[src/rtl/pfsm_pkg.sv]
package pfsm_pkg;
  // width helper that never yields zero
  function automatic int unsigned safe_clog2(int unsigned n);
    return (n <= 1) ? 1 : $clog2(n);
  endfunction
  localparam int unsigned NUM_PARTS = 2;
endpackage

[src/rtl/pfsm_tok_slot.sv]
module pfsm_tok_slot #(
  parameter int unsigned TW = 1
) (
  input  logic          clk,
  input  logic          rst_n,
  input  logic          load,
  input  logic [TW-1:0] tgt_in,
  input  logic          drain_rdy,
  output logic          vld,
  output logic [TW-1:0] tgt
);
  logic          vld_d;
  logic          tgt_en;

  always_comb begin
    vld_d  = vld;
    tgt_en = load;
    if (vld && drain_rdy) vld_d = 1'b0;
    if (load)             vld_d = 1'b1;
  end

  always_ff @(posedge clk or negedge rst_n) begin
    if (!rst_n) begin
      vld <= 1'b0;
      tgt <= '0;
    end else begin
      vld <= vld_d;
      if (tgt_en) tgt <= tgt_in;
    end
  end

  assert_tok_hold_R5: assert property (@(posedge clk) disable iff (!rst_n)
    (vld && !drain_rdy) |=> (vld && $stable(tgt)));
  assert_tok_drop_R6: assert property (@(posedge clk) disable iff (!rst_n)
    (vld && drain_rdy && !load) |=> !vld);
endmodule

[src/rtl/pfsm_part.sv]
module pfsm_part #(
  parameter int unsigned S   = 2,
  parameter int unsigned IDX = 0,
  parameter int unsigned GW  = 2,
  parameter int unsigned TW  = 1,
  parameter int unsigned SW  = 2
) (
  input  logic          clk,
  input  logic          rst_n,
  input  logic          cmd_valid,
  input  logic [GW-1:0] cmd_next,
  output logic          cmd_rdy,
  input  logic          in_fire,
  input  logic [TW-1:0] in_tgt,
  output logic          out_valid,
  output logic [TW-1:0] out_tgt,
  input  logic          out_ready,
  output logic [SW-1:0] state_o
);
  localparam logic [SW-1:0] PARKED   = SW'(S);
  localparam logic [SW-1:0] RESET_ST = (IDX == 0) ? '0 : PARKED;
  localparam logic [GW-1:0] S_G      = GW'(S);
  localparam logic [GW-1:0] IDX_G    = GW'(IDX);

  logic [SW-1:0] st_q, st_d;
  logic [GW-1:0] cmd_part, cmd_loc;
  logic          active, take, own, load;

  always_comb begin
    cmd_part = cmd_next / S_G;
    cmd_loc  = cmd_next % S_G;
    own      = (cmd_part == IDX_G);
    active   = (st_q != PARKED);
    cmd_rdy  = active && !out_valid;
    take     = cmd_valid && cmd_rdy;
    load     = take && !own;
  end

  pfsm_tok_slot #(.TW(TW)) u_slot (
    .clk       (clk),
    .rst_n     (rst_n),
    .load      (load),
    .tgt_in    (TW'(cmd_loc)),
    .drain_rdy (out_ready),
    .vld       (out_valid),
    .tgt       (out_tgt)
  );

  always_comb begin
    st_d = st_q;
    if (!active) begin
      if (in_fire) st_d = SW'(in_tgt);
    end else if (out_valid && out_ready) begin
      st_d = PARKED;
    end else if (take && own) begin
      st_d = SW'(cmd_loc);
    end
  end

  always_ff @(posedge clk or negedge rst_n) begin
    if (!rst_n) st_q <= RESET_ST;
    else        st_q <= st_d;
  end

  assign state_o = st_q;

  assert_wake_only_parked_R2: assert property (@(posedge clk) disable iff (!rst_n)
    in_fire |-> (st_q == PARKED));
  assert_local_move_R3: assert property (@(posedge clk) disable iff (!rst_n)
    (cmd_valid && cmd_rdy && (cmd_next / S_G) == IDX_G) |=>
      (st_q == SW'($past(cmd_next) % S_G)));
  assert_parked_stays_R7: assert property (@(posedge clk) disable iff (!rst_n)
    (st_q == PARKED && !in_fire) |=> (st_q == PARKED));
  assert_sender_parks_R6: assert property (@(posedge clk) disable iff (!rst_n)
    (out_valid && out_ready) |=> (st_q == PARKED));
  assert_stall_hold_R5: assert property (@(posedge clk) disable iff (!rst_n)
    (out_valid && !out_ready) |=> $stable(st_q));
endmodule

[src/rtl/pfsm_pair.sv]
module pfsm_pair #(
  parameter int unsigned S  = 2,
  parameter int unsigned GW = pfsm_pkg::safe_clog2(2 * S),
  parameter int unsigned TW = pfsm_pkg::safe_clog2(S),
  parameter int unsigned SW = pfsm_pkg::safe_clog2(S + 1)
) (
  input  logic          clk,
  input  logic          rst_n,
  input  logic          cmd_valid,
  output logic          cmd_ready,
  input  logic [GW-1:0] cmd_next,
  output logic          tok01_valid,
  output logic [TW-1:0] tok01_tgt,
  input  logic          tok01_ready,
  output logic          tok10_valid,
  output logic [TW-1:0] tok10_tgt,
  input  logic          tok10_ready,
  output logic [SW-1:0] p0_state,
  output logic [SW-1:0] p1_state
);
  localparam int unsigned NP = pfsm_pkg::NUM_PARTS;
  localparam logic [SW-1:0] PARKED = SW'(S);

  logic          out_v  [NP];
  logic [TW-1:0] out_t  [NP];
  logic          out_r  [NP];
  logic          rdy    [NP];
  logic [SW-1:0] st     [NP];

  assign out_r[0] = tok01_ready;
  assign out_r[1] = tok10_ready;

  for (genvar p = 0; p < NP; p++) begin : g_part
    pfsm_part #(.S(S), .IDX(p), .GW(GW), .TW(TW), .SW(SW)) u_part (
      .clk       (clk),
      .rst_n     (rst_n),
      .cmd_valid (cmd_valid),
      .cmd_next  (cmd_next),
      .cmd_rdy   (rdy[p]),
      .in_fire   (out_v[NP-1-p] && out_r[NP-1-p]),
      .in_tgt    (out_t[NP-1-p]),
      .out_valid (out_v[p]),
      .out_tgt   (out_t[p]),
      .out_ready (out_r[p]),
      .state_o   (st[p])
    );
  end

  assign cmd_ready   = rdy[0] || rdy[1];
  assign tok01_valid = out_v[0];
  assign tok01_tgt   = out_t[0];
  assign tok10_valid = out_v[1];
  assign tok10_tgt   = out_t[1];
  assign p0_state    = st[0];
  assign p1_state    = st[1];

  assert_one_active_R2: assert property (@(posedge clk) disable iff (!rst_n)
    $countones({p0_state != PARKED, p1_state != PARKED}) == 1);
  assert_single_token_R4: assert property (@(posedge clk) disable iff (!rst_n)
    !(tok01_valid && tok10_valid));
  assert_idle_ready_R8: assert property (@(posedge clk) disable iff (!rst_n)
    (!tok01_valid && !tok10_valid && !cmd_valid) |=>
      ($stable(p0_state) && $stable(p1_state)));
endmodule

[config.mk]
export PLATFORM = sky130hd
export DESIGN_NAME = pfsm_pair
export DESIGN_NICKNAME = d
export VERILOG_FILES = /design/src/rtl/pfsm_pkg.sv /design/src/rtl/pfsm_tok_slot.sv /design/src/rtl/pfsm_part.sv /design/src/rtl/pfsm_pair.sv
export SDC_FILE = /design/constraint.sdc
export NUM_CORES = 1
export LEC_CHECK = 0
export BUFFER_PORTS_ARGS = -buffer_cell sky130_fd_sc_hd__clkbuf_2
export CAP_MARGIN = 20
export CORE_MARGIN = 10
export CORE_UTILIZATION = 30
export CTS_BUF_LIST = sky130_fd_sc_hd__clkbuf_4 sky130_fd_sc_hd__clkbuf_8
export DETAILED_ROUTE_END_ITERATION = 10
export SLEW_MARGIN = 0
export SYNTH_ARGS = -nofsm -noshare
export SYNTH_HDL_FRONTEND = slang
export SYNTH_HIERARCHICAL = 1
export SYNTH_SLANG_ARGS = --single-unit
[constraint.sdc]
create_clock -name clk -period 1.5 [get_ports clk]
set_clock_uncertainty 0.1 [all_clocks]
set_input_delay 0.075 -clock clk [delete_from_list [all_inputs] [get_ports clk]]
set_output_delay 0.075 -clock clk [all_outputs]
set_load 0.1 [all_outputs]
Word-level counts from Yosys, hierarchy flattened --
Index checks and enable logic that the tools add are counted.
Word-level totals: flip-flop bits (word level) 8, bits of input ports 7
Cells by class: eq/ne operators 4, mux-type cells 12, reduce and logical (&&, ||, !) cells 22
Operator list (number):
- 2-to-1 mux 2 bit | 8
- logical AND 1 bit | 10
- nonzero test 2 bit | 4
- logical NOT 1 bit | 4
- 2-to-1 mux 1 bit | 4
- != test 2 bit (second input constant) | 2
- AND reduction 2 bit | 2
- != test 3 x 2 -> 1 bit (second input constant) | 1
- != test 3 bit (second input constant) | 1
- logical NOT 2 bit | 1
- logical OR 1 bit | 1

Logic depth before layout (Yosys ltp) --
Gate-level depths: netlist of the first run.
word-level depth 7, gate-level depth with buffers 3, mapped depth without buffers 3

By module --
The synthesis of the first run kept the hierarchy.
Modules (own cells, without submodules):
- pfsm_tok_slot | instances 2, cells an instance 5, area an instance 77.6 µm², seq. area each 50.0 µm²
- pfsm_part at g_part[1].u_part | instances 1, cells an instance 14, area an instance 140.1 µm², seq. area each 51.3 µm²
- pfsm_part at g_part[0].u_part | instances 1, cells an instance 14, area an instance 135.1 µm², seq. area each 50.0 µm²
- pfsm_pair | instances 1, cells an instance 3, area an instance 18.8 µm², seq. area each 0.0 µm²

Least setup slack after synthesis of the first run --
OpenSTA, ideal clock, no wires.
path kind flip-flop to output port, start register g_part[0].u_part.st_q[0], end output port cmd_ready, arrival time 1.940 ns, data required time 1.325 ns, slack -0.615 ns, stages on the path, launching flop included 4, buffers on the path 0, cells stage by stage dfrtp_1 nor2b_1 nor2_1 or2_1
RTL lines:
- start, declared | RTL line pfsm_part.sv:25 | logic [SW-1:0] st_q, st_d;
- start signal, assigned | RTL line pfsm_part.sv:62 | else st_q <= st_d;
- end, declared | RTL line pfsm_pair.sv:10 | output logic cmd_ready,

==> results.md, run 1 <==
* Status: complete, but fails checks
* Failing checks: setup timing
* GR Util All Layers at 7.599%
* CTS tree: yes
* Initial DRC Count at 3
* Min-delay worst type: in -> reg
* Max_slew headroom at a little under two thirds
* Routed WL at around 1.2 mm
* CP endpoint kind: output pin
* Worst path required time at 1320 ps
* Unrepaired setup endpoints after global routing: yes
* Final TNS setup at -277.6 ps
* Cells after Synth at 41
* DP HPWL at around 930 um
* Share of layout cells above drive strength 1 at 61.76%
* Pre-Repair DR Iteration Count at 4
* Post-synth top flop: dfrtp_1
* Routed via count at 407
* Initial antenna violation count at 0
* Fin crit share at 108.8%
* Synth Register Bits at 8
* Clock sink count at 8
* Slew @ Worst Pin at around 550 ps
* CTS buffer count at 3
* I/O pin cnt at 16
* GPL Wtd Cong at 0.7016
* Fin nets at 76
* Post-route DRC violation count at 0
* Max clock buf depth at 2
* Die Width at a little under 60 um
* Peak Freq at ~610 MHz
* Leading area contributor after synthesis: dfrtp_1
* Count of pins over their slew limit at 0
* Crit path kind: reg -> out
* Core box area at between 0.001 and 0.0015 mm2
* Vias in the first global route at 438
* Cell row count at 13
* Vert. Die Dim at 58.70 um
* Pin count of the biggest net entering global routing at 10
* CP Max Fanout at 2
* Max-cap violations at 0
* Ys async rst share at 100.0%
* Syn Area/Cell at 10.96 um2
* Synth top area cells: dfrtp_1 (39%), mux2_4 (6.7%), dfstp_2 (5.8%), nand3b_4 (4.5%), nor4bb_1 (4.5%)
* Number of port buffers at 15
* Worst skew pair latency at 260 ps
* First-pass GRT wire length at 2.007 mm
* Critical-path cell list: nor2b_4 -> nor2_1 -> or2_4 -> buf_12
* CP max-delay cell: dfstp_4
* Share of the synthesized area in the top cell type at 39.00%
* Antenna viol nets, final at 0
* Clock slew at reported path FFs at 60 ps
* Syn Nets at 48
* Final Setup Violations at 3
* Sequential share of the synthesized area at 44.85%
* Dpl cells at 75
* Drt wl/cell at 14.53 um
* ANT cells at 0
* Non-Filler Instances at 83
* Top-count cell post-synth: dfrtp_1
* H-tree levels at 1
* Arr. time, crit path at 1460 ps
* YS warnings at 6
* Final Critical Period at about 1600 ps
* Fin worst setup slack at -131.9 ps
* Synthesized cell area at 449.2 um2
* Distinct cell type count of the synthesized netlist at 22
* Type of origin of the critical path: register
* Peak per-stage delay on the critical path at 610 ps
* Most frequent cells after synthesis: dfrtp_1 (7), inv_1 (3), nor2_1 (3)
* Root buffer cell: clkbuf_4
* Vias per cell at 4.904
* Synth-to-layout area growth at 61.00%
* Number of synthesized flops with an enable pin at 0
* Total gr overflow at 0
* DIE AREA at 0.003445 mm2
* Final Hold Fails at 0
* Starting Density at approximately 33%
-- placed cells by master (no fill, tap or decap), types with 2 or more instances in the layout --
master         netlist  layout
dfrtp_4              0       3
nand2_1              2       2
buf_12               0       2
nor2b_4              1       2
inv_1                3       3
nor4b_2              1       2
mux2_4               2       2
o21ai_1              2       2
buf_4                0       6
a21o_2               2       2
dlygate4sd3_1        0       2
nor2_1               3       3
and2_1               2       2
dfrtp_2              0       2
nand3_1              2       2
a21oi_1              2       2
dfrtp_1              7       2
clkbuf_2             0      12
clkbuf_4             0       4
-- worst max-delay path: cells and delay by family (launching register included) --
| family | cells | cell delay (ps) |
|---|---|---|
| buf+inv | 1 | 160 |
| flops | 1 | 610 |
| simple gates | 3 | 410 |
-- cells by family after synthesis --
kind of cell / Yosys count / share of synthesized area [%]
AO/OA/AOI/OAI: 10 / 14.76
buffers and inverters: 3 / 2.507
flip-flops: 8 / 44.85
AND/OR/NAND/NOR: 18 / 31.20
multiplexers: 2 / 6.686
-- what timing repair did --
item	4_1_cts	5_1_grt
pin swaps	2	0
gates resized for setup	0	1
setup endpoints to repair	1	3
setup buffers	2	0
hold buffers	2	0
endpoints found under the hold margin	10	0
-- through the flow --
stage	setup slack (ps)	instance area (um2)	utilization (%)	hold slack, ps
2_1_floorplan	-162.6	498.0	-	-320.6
3_3_place_gp	43.70	654.4	48.47	-160.7
3_5_place_dp	46.25	654.4	48.47	-161.4
4_1_cts	-146.2	719.4	53.29	17.67
5_1_grt	-177.0	723.2	53.57	14.33
6_report	-131.9	723.2	53.57	20.89
-- final cells by class --
| type | instances | area (um2) |
|---|---|---|
| Clock buffer | 4 | 30.03 |
| Fill cell | 121 | 626.9 |
| Inverter | 3 | 11.26 |
| Multi-Input combinational cell | 30 | 267.8 |
| Sequential cell | 8 | 219.0 |
| Tap cell | 15 | 18.77 |
| Timing Repair Buffer | 23 | 176.4 |
-- layer usage --
layer | part of all wire (%) | track usage (%)
met5 | 0 | 0
met4 | 0 | 2.623
met3 | 11 | 6.223
met2 | 44 | 11.38
met1 | 45 | 7.776
-- final timing paths --
path | to | start | cells after the start | slack (ps)
worst max-delay path | cmd_ready | g_part[1].u_part/state_o[1] | 4 | -130
worst min-delay path | g_part[1].u_part/u_slot/tgt | cmd_next[0] | 2 | 20
worst max register to register | g_part[1].u_part/u_slot/tgt | g_part[1].u_part/state_o[1] | 4 | -80
worst min register to register | g_part[0].u_part/u_slot/tgt | g_part[0].u_part/u_slot/tgt | 1 | 460
max in group asynchronous | g_part[1].u_part/state_o[1] | rst_n | 2 | 960
min in group asynchronous | g_part[1].u_part/u_slot/tgt | rst_n | 2 | 100
-- registers in the layout (all words and copies together), names as in the netlist --
name / cells
g_part.u_part/u_slot/vld: 2
g_part.u_part/u_slot/tgt: 2
g_part.u_part/state_o: 4
Power of run 1 is left out: the tool's default activity adds up to more than one toggle a clock period on the data nets, which glitch-free logic cannot reach.
==> run 2: changes to the inputs <==
--- a/config.mk
+++ b/config.mk
@@ -6,11 +6,11 @@
 export NUM_CORES = 1
 export LEC_CHECK = 0
 export BUFFER_PORTS_ARGS = -buffer_cell sky130_fd_sc_hd__clkbuf_2
-export CAP_MARGIN = 20
 export CORE_MARGIN = 10
 export CORE_UTILIZATION = 30
 export CTS_BUF_LIST = sky130_fd_sc_hd__clkbuf_4 sky130_fd_sc_hd__clkbuf_8
 export DETAILED_ROUTE_END_ITERATION = 10
+export HOLD_SLACK_MARGIN = 0.06
 export SLEW_MARGIN = 0
 export SYNTH_ARGS = -nofsm -noshare
 export SYNTH_HDL_FRONTEND = slang
==> run 2 against run 1 <==
The flow still finishes with violations (setup timing). Wire length grew 0.58%. Maximum frequency is essentially flat. Die area is the same. Largest cell class unchanged. First-iteration DRC count is the same. Hold slack gained 75 ps. Flip-flop and latch count is the same. Design area grew 2.8%. Via count grew 2.2%.
==> results.md, run 2 (synthesis gave the netlist of run 1 again) <==
* Pin count of the biggest net entering global routing at 10 (unchanged)
* Peak Freq at 613.0 MHz (was 612.8 MHz)
* Count of pins over their slew limit at 0 (unchanged)
* Fin nets at 78 (was 76)
* ANT cells at 0 (unchanged)
* Type of origin of the critical path: register (unchanged)
* Antenna viol nets, final at 0 (unchanged)
* Unrepaired setup endpoints after global routing: yes (unchanged)
* Vert. Die Dim at 58.70 um (unchanged)
* Arr. time, crit path at 1460 ps (about the same)
* Crit path kind: reg -> out (unchanged)
* Starting Density at 33.27% (unchanged)
* Drt wl/cell at 14.27 um (was 14.53 um)
* CP Max Fanout at 2 (unchanged)
* Vias in the first global route at 442 (was 438)
* CTS tree: yes (unchanged)
* Max-cap violations at 0 (unchanged)
* Fin crit share at 108.8% (about the same)
* Failing checks: setup timing (unchanged)
* First-pass GRT wire length at 2.049 mm (was 2.007 mm)
* Final Critical Period at 1631 ps (was 1632 ps)
* Number of port buffers at 15 (unchanged)
* Vias per cell at 4.894 (was 4.904)
* Worst path required time at 1320 ps (about the same)
* Post-Place Setup Slack at 46.25 ps (unchanged)
* Post-route DRC violation count at 0 (unchanged)
* Initial antenna violation count at 0 (unchanged)
* Min-delay worst type: in -> async (was in -> reg)
* Clock sink count at 8 (unchanged)
* Max_slew headroom at 63.73% (unchanged)
* DIE AREA at 0.003445 mm2 (unchanged)
* H-tree levels at 1 (unchanged)
* Synth-to-layout area growth at 65.46% (was 61.00%)
* Cell row count at 13 (unchanged)
* GR Util All Layers at 7.729% (was 7.599%)
* Final Setup Violations at 3 (unchanged)
* Routed WL at 1.213 mm (was 1.206 mm)
* FF-to-FF path depth at 4 (unchanged)
* CP endpoint kind: output pin (unchanged)
* Fillcell total at 118 (was 121)
* Most common cell after layout, fill and taps aside: clkbuf_2 (unchanged)
* Slew @ Worst Pin at 546.3 ps (about the same)
* Clock slew at reported path FFs at 60 ps (about the same)
* Worst skew pair latency at 260 ps (about the same)
* Pre-Repair DR Iteration Count at 4 (unchanged)
* Largest register FFs at 4 (unchanged)
* Total gr overflow at 0 (unchanged)
* Status: complete, but fails checks (unchanged)
* Util after Layout at 55.05% (was 53.57%)
* Routed via count at 416 (was 407)
* Fin worst setup slack at -131.4 ps (was -131.9 ps)
* Root buffer cell: clkbuf_4 (unchanged)
* Max clock buf depth at 2 (unchanged)
* Final Hold Fails at 0 (unchanged)
* Initial DRC Count at 3 (unchanged)
* Core box area at 0.001350 mm2 (unchanged)
* Die Width at 58.70 um (unchanged)
* GPL Wtd Cong at 0.7016 (unchanged)
* I/O pin cnt at 16 (unchanged)
* Share of layout cells above drive strength 1 at 60.00% (was 61.76%)
* Most frequent cells in the layout: clkbuf_2 (12), buf_4 (6), clkbuf_4 (4), dlygate4sd3_1 (4) (was clkbuf_2 (12), buf_4 (6), clkbuf_4 (4))
* DP HPWL at 930.7 um (unchanged)
* CTS buffer count at 3 (unchanged)
## run 2: cell types whose count changed in the layout (fill, tap and decap cells not counted)
cell,before,now
dlygate4sd3_1,2,4
## run 2: area by class of cell
class	instances	area (um2)	share of cell area [%]
Sequential cell	8	219.0	29.46
Clock buffer	4	30.03	4.040
Multi-Input combinational cell	30	267.8	36.03
Tap cell	15	18.77	2.525
Inverter	3	11.26	1.515
Timing Repair Buffer	25	196.4	26.43
## run 2: per-layer routing
metal  track usage, %  vias to the layer above  part of all wire [%]
met5                0                        -                     0
met3            6.009                        0                   9.7
met4            2.623                        0                     0
met2            11.68                       15                    45
met1            8.019                      191                    46
li1                 -                      210                     -
## run 2: final timing paths
path | startpoint | endpoint | slack, ps
worst max-delay path | g_part[1].u_part/state_o[1] | cmd_ready | -130
worst min-delay path | rst_n | g_part[1].u_part/u_slot/tgt | 100
worst max register to register | g_part[1].u_part/state_o[1] | g_part[1].u_part/u_slot/tgt | -80
worst min register to register | g_part[0].u_part/u_slot/tgt | g_part[0].u_part/u_slot/tgt | 460
max in group asynchronous | rst_n | g_part[1].u_part/state_o[1] | 960
min in group clk | cmd_valid | g_part[1].u_part/state_o[0] | 150
## run 2: through the flow
step / hold WS (ps) / setup TNS, ps / area (um2) / instances
2_1_floorplan: -320.6 / -387.1 / 498.0 / 41
3_3_place_gp: -160.7 / 0 / 654.4 / 75
3_5_place_dp: -161.4 / 0 / 654.4 / 75
4_1_cts: 84.70 / -290.1 / 739.5 / 85
5_1_grt: 97.57 / -430.1 / 743.2 / 85
6_report: 95.91 / -277.1 / 743.2 / 85
## run 2: critical path: stages, from the launching register on
cell and delay [ps]:
dfstp_4 610, nor2b_4 140, nor2_1 40, or2_4 230, buf_12 160
## run 2: what timing repair did
action / 4_1_cts / 5_1_grt
resized for setup: 0 / 1
endpoints found under the hold margin: 14 / 0
setup buffers: 2 / 0
setup endpoints to repair: 1 / 3
hold buffers: 4 / 0
pin swaps: 2 / 0
Power of run 2 is left out for the same reason.
==> run 3: changes to the inputs <==
==> constraint.sdc (replaced) <==
create_clock -name clk -period 1.8 [get_ports clk]
set_clock_uncertainty 0.1 [all_clocks]
set_input_delay 0.09 -clock clk [delete_from_list [all_inputs] [get_ports clk]]
set_output_delay 0.09 -clock clk [all_outputs]
set_load 0.1 [all_outputs]
==> run 3 against run 2 <==
Global-route usage down 0.60 points. Final cell count is 5.9% lower. Flip-flop and latch count is the same. Wire length shrank 5.1%. Highest routed layer is now met4. First-iteration DRC count rose by 130%. Sequential share of layout area increased by 2.4 points. The run now ends clean.
==> results.md, run 3 (synthesis gave the netlist of run 1 again) <==
* Fin worst setup slack at 111.8 ps (was -131.4 ps)
* Final Critical Period at approximately 1700 ps
* Placement Cell Area at 574.3 um2 (was 654.4 um2)
* Routed WL at 1.151 mm (was 1.213 mm)
* Max clock buf depth at 2 (unchanged)
* ANT cells at 0 (unchanged)
* CP endpoint kind: output pin (unchanged)
* Starting Density at 33.27% (unchanged)
* Pin count of the biggest net entering global routing at 11 (was 10)
* Peak Freq at around 600 MHz
* Post-route DRC violation count at 0 (unchanged)
* Core box area at 0.001350 mm2 (unchanged)
* Initial antenna violation count at 0 (unchanged)
* DIE AREA at 0.003445 mm2 (unchanged)
* Slew @ Worst Pin at 544.9 ps (was 546.3 ps)
* Met3 wire len at 94 um (was 118 um)
* GR Util All Layers at 7.134% (was 7.729%)
* First-pass GRT wire length at 1.890 mm (was 2.049 mm)
* DRT met1 WL at 577 um (was 553 um)
* Final Hold Fails at 0 (unchanged)
* Status: completed (was complete, but fails checks)
* DP HPWL at 862.1 um (was 930.7 um)
* H-tree levels at 1 (unchanged)
* Max-cap violations at 0 (unchanged)
* Max_slew headroom at 63.83% (was 63.73%)
* Vias per cell at 4.988 (was 4.894)
* Fin nets at 73 (was 78)
* Vert. Die Dim at 58.70 um (unchanged)
* Top layer reached by signal wires: met4 (was met3)
* Initial DRC Count at 7 (was 3)
* Drt wl/cell at 14.39 um (was 14.27 um)
* Largest register FFs at 4 (unchanged)
* Post-Place Setup Slack at 205.7 ps (was 46.25 ps)
* Share of layout cells above drive strength 1 at 56.92% (was 60.00%)
* Pre-Repair DR Iteration Count at 3 (was 4)
* Die Width at 58.70 um (unchanged)
* GPL Wtd Cong at 0.7427 (was 0.7016)
* CP Max Fanout at 4 (was 2)
* Arr. time, crit path at 1500 ps (was 1460 ps)
* FF-to-FF path depth at 4 (unchanged)
* Min-delay worst type: in -> async (unchanged)
* Final TNS setup at 0 ps (was -277.1 ps)
* Antenna viol nets, final at 0 (unchanged)
* Most frequent cells in the layout: clkbuf_2 (14), dfrtp_2 (5), clkbuf_4 (4), dlygate4sd3_1 (4) (was clkbuf_2 (12), buf_4 (6), clkbuf_4 (4), dlygate4sd3_1 (4))
* Synth-to-layout area growth at 47.63% (was 65.46%)
* Clock slew at reported path FFs at 60 ps (about the same)
* R2R Path Start: g_part[1].u_part/state_o[1] (unchanged)
* Vias in the first global route at 409 (was 442)
* Most common cell after layout, fill and taps aside: clkbuf_2 (unchanged)
* Met2 WL at 466 um (was 541 um)
* Count of pins over their slew limit at 0 (unchanged)
* I/O pin cnt at 16 (unchanged)
* Root buffer cell: clkbuf_4 (unchanged)
* Crit path kind: reg -> out (unchanged)
* Worst skew pair latency at 260 ps (about the same)
* CTS buffer count at 3 (unchanged)
* Unrepaired setup endpoints after global routing: no (was yes)
* Worst R2R End: g_part[1].u_part/u_slot/tgt (unchanged)
* Routed via count at 399 (was 416)
* Fin crit share at 93.79%
* Final Setup Violations at 0 (was 3)
* Cell row count at 13 (unchanged)
* Clock sink count at 8 (unchanged)
* Worst path required time at 1610 ps (was 1320 ps)
* R2R setup slack at 210 ps (was -80 ps)
* CTS tree: yes (unchanged)
* Number of port buffers at 15 (unchanged)
* Fin area at 663.1 um2 (was 743.2 um2)
* Type of origin of the critical path: register (unchanged)
* Total gr overflow at 0 (unchanged)
## run 3: worst max-delay path, cell delays in order (launching register included)
cell,delay (ps)
dfstp_4,620
nor2b_4,140
nor2_1,50
or2_4,250
buf_12,160
## run 3: metal layers
metal | track usage (%) | vias to the layer above
met5 | 0 | -
met4 | 1.967 | 0
met3 | 5.365 | 2
met2 | 9.408 | 14
met1 | 8.780 | 184
li1 | - | 199
## run 3: area by class of cell
class                           count  area [um2]
Fill cell                         128       686.9
Multi-Input combinational cell     30       254.0
Sequential cell                     8       211.5
Timing Repair Buffer               20       137.6
Clock buffer                        4       30.03
Tap cell                           15       18.77
Inverter                            3       11.26
## run 3: through the flow
| stage | hold WS, ps | instances | utilization [%] |
|---|---|---|---|
| after floorplan | -305.6 | 41 | - |
| after global placement | -151.7 | 71 | 42.54 |
| after detailed placement | -148.7 | 71 | 42.54 |
| after CTS | 103.6 | 80 | 48.29 |
| after global routing | 105.2 | 80 | 49.12 |
| final | 111.2 | 80 | 49.12 |
## run 3: worst max path at each step
stage	startpoint	end	slack, ps	cells past startpoint
after global routing	g_part[1].u_part/state_o[1]	cmd_ready	60	4
after detailed placement	g_part[1].u_part/state_o[1]	g_part[1].u_part/u_slot/tgt	210	3
final	g_part[1].u_part/state_o[1]	cmd_ready	110	4
after global placement	g_part[1].u_part/state_o[1]	g_part[1].u_part/u_slot/tgt	250	3
after floorplan	g_part[1].u_part/state_o[1]	cmd_ready	40	3
after CTS	g_part[1].u_part/state_o[1]	cmd_ready	30	4
## run 3: timing repair
action,in CTS,in global routing
buffers inserted,1,0
hold buffers,4,0
hold endpoints to repair,14,0
resized for setup,0,3
setup endpoints to repair,1,2
Power of run 3 is left out for the same reason.
